===== src/rtl/cmag_pkg.sv =====
package cmag_pkg;
    localparam int IN_W   = 16;
    localparam int ABS_W  = IN_W - 1;
    localparam int SQ_W   = 2 * ABS_W;
    localparam int SUM_W  = 2 * IN_W;
    localparam int ROOT_W = SUM_W / 2;
    localparam int REM_W  = ROOT_W + 2;
    localparam int SCL_W  = 2;
    localparam int MAXSH  = (1 << SCL_W) - 1;

    // One stage of the digit-by-digit square root
    typedef struct packed {
        logic [REM_W-1:0]  rem;
        logic [ROOT_W-1:0] root;
        logic [SUM_W-1:0]  rad;
    } sqrt_st_t;

    // Front end and output registers of the top level
    typedef struct packed {
        logic [IN_W-1:0]   x;
        logic [IN_W-1:0]   y;
        logic              fx;
        logic              fy;
        logic [ABS_W-1:0]  ax;
        logic [ABS_W-1:0]  ay;
        logic [SQ_W-1:0]   sx;
        logic [SQ_W-1:0]   sy;
        logic [SUM_W-1:0]  sum;
        logic [SCL_W-1:0]  scale;
        logic [ROOT_W-1:0] mag;
        logic              ovr;
    } front_t;
endpackage


===== src/rtl/cmag_absval.sv =====
module cmag_absval
    import cmag_pkg::*;
(
    input  logic [IN_W-1:0]  val_in,
    input  logic             sm_mode,
    output logic [ABS_W-1:0] abs_out
);
    logic [IN_W-1:0] neg_v;

    always_comb begin
        neg_v = -val_in;
        if (sm_mode) begin
            abs_out = val_in[ABS_W-1:0];
        end else if (val_in[IN_W-1]) begin
            abs_out = neg_v[ABS_W-1:0];
        end else begin
            abs_out = val_in[ABS_W-1:0];
        end
    end
endmodule


===== src/rtl/cmag_isqrt.sv =====
module cmag_isqrt
    import cmag_pkg::*;
(
    input  logic              clk,
    input  logic              rst_n,
    input  logic [SUM_W-1:0]  rad_in,
    output logic [ROOT_W-1:0] root_out
);
    for (genvar g = 0; g < ROOT_W; g++) begin : stg
        sqrt_st_t          s_in;
        sqrt_st_t          s_d;
        sqrt_st_t          s_q;
        logic [REM_W-1:0]  acc;
        logic [REM_W-1:0]  trial;

        if (g == 0) begin : g_first
            assign s_in = {{REM_W{1'b0}}, {ROOT_W{1'b0}}, rad_in};
        end else begin : g_next
            assign s_in = stg[g-1].s_q;
        end

        always_comb begin
            acc   = {s_in.rem[REM_W-3:0], s_in.rad[SUM_W-1 -: 2]};
            trial = {s_in.root, 2'b01};
            s_d.rad = s_in.rad << 2;
            if (acc >= trial) begin
                s_d.rem  = acc - trial;
                s_d.root = {s_in.root[ROOT_W-2:0], 1'b1};
            end else begin
                s_d.rem  = acc;
                s_d.root = {s_in.root[ROOT_W-2:0], 1'b0};
            end
        end

        always_ff @(posedge clk or negedge rst_n) begin
            if (!rst_n) s_q <= '0;
            else        s_q <= s_d;
        end
    end

    assign root_out = stg[ROOT_W-1].s_q.root;

    logic unused_tail;
    assign unused_tail = ^{stg[ROOT_W-1].s_q.rem, stg[ROOT_W-1].s_q.rad};
endmodule


===== src/rtl/cmag_scaler.sv =====
module cmag_scaler
    import cmag_pkg::*;
(
    input  logic [ROOT_W-1:0] root_in,
    input  logic [SCL_W-1:0]  shift_in,
    output logic [ROOT_W-1:0] mag_out,
    output logic              ovr_out
);
    logic [ROOT_W+MAXSH-1:0] wide;

    always_comb begin
        wide    = {{MAXSH{1'b0}}, root_in} << shift_in;
        ovr_out = |wide[ROOT_W+MAXSH-1:ROOT_W];
        mag_out = ovr_out ? {ROOT_W{1'b1}} : wide[ROOT_W-1:0];
    end
endmodule


===== src/rtl/cart_mag_pipe.sv =====
module cart_mag_pipe
    import cmag_pkg::*;
#(
    parameter int LATENCY = 24
) (
    input  logic              clk,
    input  logic              rst_n,
    input  logic [IN_W-1:0]   x_in,
    input  logic [IN_W-1:0]   y_in,
    input  logic              fmt_sm,
    input  logic              x_ce,
    input  logic              y_ce,
    input  logic [SCL_W-1:0]  scale_sel,
    input  logic              mag_oe,
    output logic [ROOT_W-1:0] mag_out,
    output logic              ovr_out
);
    // Fixed register levels: capture, abs, square, sum, output
    localparam int FIXED_N = 5;
    localparam int PAD_N   = LATENCY + 1 - FIXED_N - ROOT_W;

    front_t            r_d, r_q;
    logic [ROOT_W-1:0] pad_d [PAD_N];
    logic [ROOT_W-1:0] pad_q [PAD_N];

    logic [ABS_W-1:0]  ax_w, ay_w;
    logic [ROOT_W-1:0] root_w;
    logic [ROOT_W-1:0] scl_mag;
    logic              scl_ovr;

    cmag_absval i_abs_x (.val_in(r_q.x), .sm_mode(r_q.fx), .abs_out(ax_w));
    cmag_absval i_abs_y (.val_in(r_q.y), .sm_mode(r_q.fy), .abs_out(ay_w));

    cmag_isqrt i_root (
        .clk     (clk),
        .rst_n   (rst_n),
        .rad_in  (r_q.sum),
        .root_out(root_w)
    );

    cmag_scaler i_scale (
        .root_in (pad_q[PAD_N-1]),
        .shift_in(r_q.scale),
        .mag_out (scl_mag),
        .ovr_out (scl_ovr)
    );

    always_comb begin
        r_d = r_q;
        if (x_ce) begin
            r_d.x  = x_in;
            r_d.fx = fmt_sm;
        end
        if (y_ce) begin
            r_d.y  = y_in;
            r_d.fy = fmt_sm;
        end
        r_d.ax    = ax_w;
        r_d.ay    = ay_w;
        r_d.sx    = SQ_W'(r_q.ax) * SQ_W'(r_q.ax);
        r_d.sy    = SQ_W'(r_q.ay) * SQ_W'(r_q.ay);
        r_d.sum   = SUM_W'(r_q.sx) + SUM_W'(r_q.sy);
        r_d.scale = scale_sel;
        r_d.mag   = scl_mag;
        r_d.ovr   = scl_ovr;

        pad_d[0] = root_w;
        for (int i = 1; i < PAD_N; i++) begin
            pad_d[i] = pad_q[i-1];
        end
    end

    always_ff @(posedge clk or negedge rst_n) begin
        if (!rst_n) begin
            r_q <= '0;
            for (int i = 0; i < PAD_N; i++) begin
                pad_q[i] <= '0;
            end
        end else begin
            r_q <= r_d;
            for (int i = 0; i < PAD_N; i++) begin
                pad_q[i] <= pad_d[i];
            end
        end
    end

    assign mag_out = mag_oe ? r_q.mag : '0;
    assign ovr_out = r_q.ovr;
endmodule


===== config.mk =====
export PLATFORM = sky130hd
export DESIGN_NAME = cart_mag_pipe
export DESIGN_NICKNAME = d
export VERILOG_FILES = /design/src/rtl/cmag_pkg.sv /design/src/rtl/cmag_absval.sv /design/src/rtl/cmag_isqrt.sv /design/src/rtl/cmag_scaler.sv /design/src/rtl/cart_mag_pipe.sv
export SDC_FILE = /design/constraint.sdc
export NUM_CORES = 2
export LEC_CHECK = 0
export ABC_AREA = 1
export ABC_CLOCK_PERIOD_IN_PS = 8800
export BUFFER_PORTS_ARGS = -buffer_cell sky130_fd_sc_hd__buf_4
export CAP_MARGIN = 15
export CORE_ASPECT_RATIO = 1.2
export CORE_MARGIN = 10
export CORE_UTILIZATION = 44
export CTS_CLUSTER_SIZE = 14
export DETAILED_ROUTE_END_ITERATION = 8
export GPL_ROUTABILITY_DRIVEN = 0
export PLACE_DENSITY = 0.63
export SYNTH_ARGS = -nofsm -noshare
export SYNTH_HDL_FRONTEND = slang
export SYNTH_HIERARCHICAL = 1
export SYNTH_SLANG_ARGS = --single-unit

===== constraint.sdc =====
create_clock -name clk -period 8.8 [get_ports clk]
set_input_delay 0.44 -clock clk [delete_from_list [all_inputs] [get_ports clk]]
set_output_delay 0.44 -clock clk [all_outputs]
set_load 0.005 [all_outputs]

Word level (Yosys, flattened, before mapping)
Cells that the tools add are included.
Word-level totals
  word-level logic and storage cells: 122
  output and inout port bits: 17
  flip-flop bits (word level): 974
  bits of input ports: 40
Operators by class
  shift operators: 1
  muxes and demuxes: 22
  $add $sub $neg: 18
  $mul: 2
  reductions and logical operators: 1
  order comparisons: 16
Operators by type and width (number)
  $mux W32: 15
  $ge A18 B18 Y1: 15
  $sub A16 B16 Y16: 14
  $mul A15 B15 Y30: 2
  $mux W15: 4
  $mux W16: 2
  $add A30 B30 Y31: 1
  $neg A15 Y15: 2
  $shl A16 B2 Y19: 1
  $reduce_or A3 Y1: 1
  $sub A1 B1 Y2 const B: 1
  $ge A1 B1 Y1 const B: 1
  $mux W1: 1

Depth between registers and ports, before layout
  depth after elaboration: 3
  mapped depth: 27
  mapped depth without buffers: 25

Cells and area by module
The synthesis kept the hierarchy.
Modules (own cells, without submodules)
  cmag_isqrt: area an instance 28307.1 um2, cells an instance 3286, sequential area each 15014.4 um2, instances 1
  cart_mag_pipe: area an instance 22452.8 um2, cells an instance 2654, sequential area each 5905.7 um2, instances 1
  cmag_absval: area an instance 426.7 um2, cells an instance 83, sequential area each 0.0 um2, instances 2
  cmag_scaler: area an instance 544.3 um2, cells an instance 115, sequential area each 0.0 um2, instances 1

Worst setup path before layout
OpenSTA, ideal clock, no wires.
  path kind: flip-flop to flip-flop
  start point: reg r_q[138] in the netlist's numbering
  end point: reg r_q[110] in the netlist's numbering
  slack: 3.499 ns
  data required time: 8.683 ns
  path buffers: 2
  clock period less this slack: 5.301 ns
  setup time: 0.117 ns
  stages on the path, launching flop included: 24
  arrival: 5.184 ns
  cell sequence: dfrtp_1 > clkbuf_1 > clkbuf_1 > nand2_1 > fa_1 > inv_1 > fa_1 > fa_1 > fa_1 > fa_1 > inv_1 > fa_1 > inv_1 > ha_1 > nand2_1 > inv_1 > nand2_1 > nand2_1 > nand2_1 > nand2_1 > a21oi_1 > nand2_1 > nand2_1 > nand2_1
RTL lines
  from (decl): line cart_mag_pipe.sv:22  | front_t r_d, r_q;
  from (signal assigned): line cart_mag_pipe.sv:80  | r_q <= r_d;

==> results.json <==
{
  "status": "finished, final reports clean",
  "synth_mux_area_share_pct": 0.777,
  "max-cap-violations": 0,
  "cts-root-buf": "clkbuf_16",
  "vias_per_cell": 4.76,
  "htreeDepth": 3,
  "met1_usage_pct": 19.1,
  "wl_per_cell_um": 14.0,
  "yosys.area_share.simple_pct": 22.4,
  "finalCritPeriodShare_pct": 64.7,
  "yosys_warnings": 6,
  "die_w_um": 334,
  "ant_nets": 0,
  "core.rowCount": 138,
  "netlist_area_um2": 52200,
  "grt_pass1_wl_um": 188000,
  "synthCells": 6221,
  "cts_buffer_depth": 3,
  "crit_chain": "nand2_1 > fa_1 > inv_1 > fa_1 > fa_1 > fa_1 > fa_1 > inv_1 > fa_1 > inv_1 > ha_1 > nand2_1 > inv_1 > nand2_1 > nand2_1 > nand2_1 > nand2_1 > a21oi_1 > nand2_1 > nand2_1 > nand2_1",
  "drt-initial-drc-count": 1838,
  "cp_max_fo": 17,
  "place_inst": 7745,
  "fin_util_pct": 49.0,
  "cts_tree": "done",
  "vias": 37823,
  "use_met3_pct": 2.19,
  "setup_tns_ps": 0,
  "hpwl_um": 87500,
  "syn-mean-instance-area_um2": 8.38,
  "yosys.area.top_type_share_pct": 40.1,
  "clk_pin_slew_worst_paths_ps": 60,
  "ys_ff_latch": 836,
  "cts_resized": 0,
  "synthXorXnorAreaFrac_pct": 2.77,
  "cp_slowest_cell": "dfrtp_1",
  "cts_buffers": 91,
  "first_pass_iters": 5,
  "crit_path_end_kind": "flop",
  "cpMostUsedCell": "nand2_1",
  "grtUsageTotal_pct": 17.1,
  "crit_family": "adder cells",
  "critPathKind": "reg -> reg",
  "worst_setup_path_start_kind": "flop",
  "synthToLayoutAreaGrowth_pct": 10.6,
  "antenna_found_initial": 1,
  "fp.dieArea_um2": 133000,
  "drive_above_1_share_pct": 7.29,
  "finalHoldViolations": 0,
  "critical_path_buf_inv_count": 4,
  "grt_pass1_vias": 38660,
  "port-buffer-count": 56,
  "finClkSkew_ps": 22.6,
  "yosysSeqAreaShare_pct": 40.1,
  "final_common_cell": "nand2_1",
  "yosysTopAreaCell": "dfrtp_1",
  "worst_pin_slew_ps": 1020,
  "max_stage_delay_ps": 810,
  "cts.sinks": 836,
  "crit_arrival_ps": 6240,
  "yosys.area_share.adder_pct": 19.3,
  "drc": 0,
  "die_h_um": 397,
  "grt_overflow": 0,
  "ios": 57,
  "start_util_pct": 44.3,
  "core_area_um2": 118000,
  "drv_slew": 0,
  "fin_cells": 7949,
  "nets": 7015,
  "synth_cell_type_count": 58,
  "synth_compound_area_share_pct": 3.56,
  "layout_common_cells": "nand2_1, inv_1, dfrtp_1",
  "clock_latency_ps": 670,
  "totalWireLength_um": 112000,
  "synthTopCellsByArea": "dfrtp_1, nand2_1, fa_1, inv_1, ha_1",
  "grt_max_degree": 197,
  "crit_required_ps": 9350,
  "synth_top_family_by_area": "simple AND/OR/NAND/NOR gates",
  "worstHoldPathType": "in -> reg",
  "setup_violations": 0,
  "max_freq_mhz": 176,
  "grtUsageMet2_pct": 32.1,
  "busiest_layer": "met2",
  "period_minus_slack_ps": 5690,
  "rsz0062_at_grt": "no",
  "slew_headroom_pct": 32.2
}
logic make-up after synthesis:
group	after synthesis
AND/OR/NAND/NOR	2749
XOR/XNOR	165
multiplexers	36
other	2
flip-flops	836
buffers and inverters	1473
adder cells (fa/ha/maj)	642
AO/OA/AOI/OAI	318
through the flow:
| step | hold slack [ps] | area [µm²] | setup WS [ps] |
|---|---|---|---|
| finish | 44.0 | 57700 | 3110 |
| CTS | 14.0 | 57700 | 3120 |
| global route | 30.5 | 57700 | 2800 |
| detailed placement | 335 | 54100 | 3160 |
| global placement | 331 | 54100 | 3220 |
| floorplan | 144 | 52200 | 3500 |
final cells by class:
cell class | instances | area, µm²
fillers | 11148 | 60100
multi-input cells | 3914 | 25500
flip-flops and latches | 836 | 20900
inverters | 1394 | 5250
clock buffers | 124 | 2590
well taps | 1540 | 1930
repair buffers | 96 | 866
clock inverters | 44 | 614
diodes | 1 | 2.50
layer usage:
layer / part of all wire, % / vias up / routed length [µm]
met1: 39 / 17944 / 44000
met2: 53 / 697 / 59100
met3: 3.5 / 244 / 3920
met5: 0 / - / 0
li1: - / 18938 / -
met4: 4.1 / 0 / 4590
path summary, 6_finish.rpt:
path,startpoint,to,slack [ps],depth (start not counted)
worst max-delay path,r_q[123],r_q[80],3110,21
worst min-delay path,fmt_sm,r_q[141],40,2
worst max register to register,r_q[123],r_q[80],3110,21
worst min register to register,i_root/stg[12].s_q[28],i_root/stg[13].s_q[30],330,0
max in group asynchronous,rst_n,r_q[141],6270,4
min in group asynchronous,rst_n,pad_d[14],360,2
cell usage after synthesis (all sizes together):
master  instances
a211oi          1
a21boi          3
a21o            7
a21oi         182
a31o            2
a31oi           2
and2           13
and3            3
buf            38
clkbuf         41
conb            2
dfrtp         836
fa            274
ha            368
inv          1394
mux2           36
nand2        1891
nand3         338
nand3b         24
nand4          70
nor2          359
nor3           33
nor3b           1
nor4            4
o211ai          3
o21a            2
o21ai          97
o21bai         15
o31ai           4
or2            13
xnor2          48
xor2          117
worst reg2reg max path, cell delays in order (launching register included):
cell and delay, ps:
dfrtp_1 810, nand2_1 260, fa_1 540, inv_1 50
fa_1 500, fa_1 520, fa_1 530, fa_1 550
inv_1 50, fa_1 520, inv_1 40, ha_1 370
nand2_1 160, inv_1 60, nand2_1 70, nand2_1 70
nand2_1 60, nand2_1 70, a21oi_1 170, nand2_1 70
nand2_1 60, nand2_1 40
state kept, by name (all words and copies together), names as in the netlist:
register and cells:
i_root/stg.s_d 10, i_root/stg.s_in 10, ovr_out 1, pad_d 48
pad_q 16, i_root/stg.s_q 546, i_root/root_out 16, i_root/stg.acc 18
r_q 171
timing repair:
| item | in CTS | in global routing |
|---|---|---|
| setup endpoints to repair | 0 | 0 |
| endpoints found under the hold margin | 110 | 0 |
| buffers inserted | 0 | 0 |
| hold buffers | 35 | 0 |
Power is left out: the tool's default activity adds up to more than one toggle a clock period on the data nets, which glitch-free logic cannot reach.
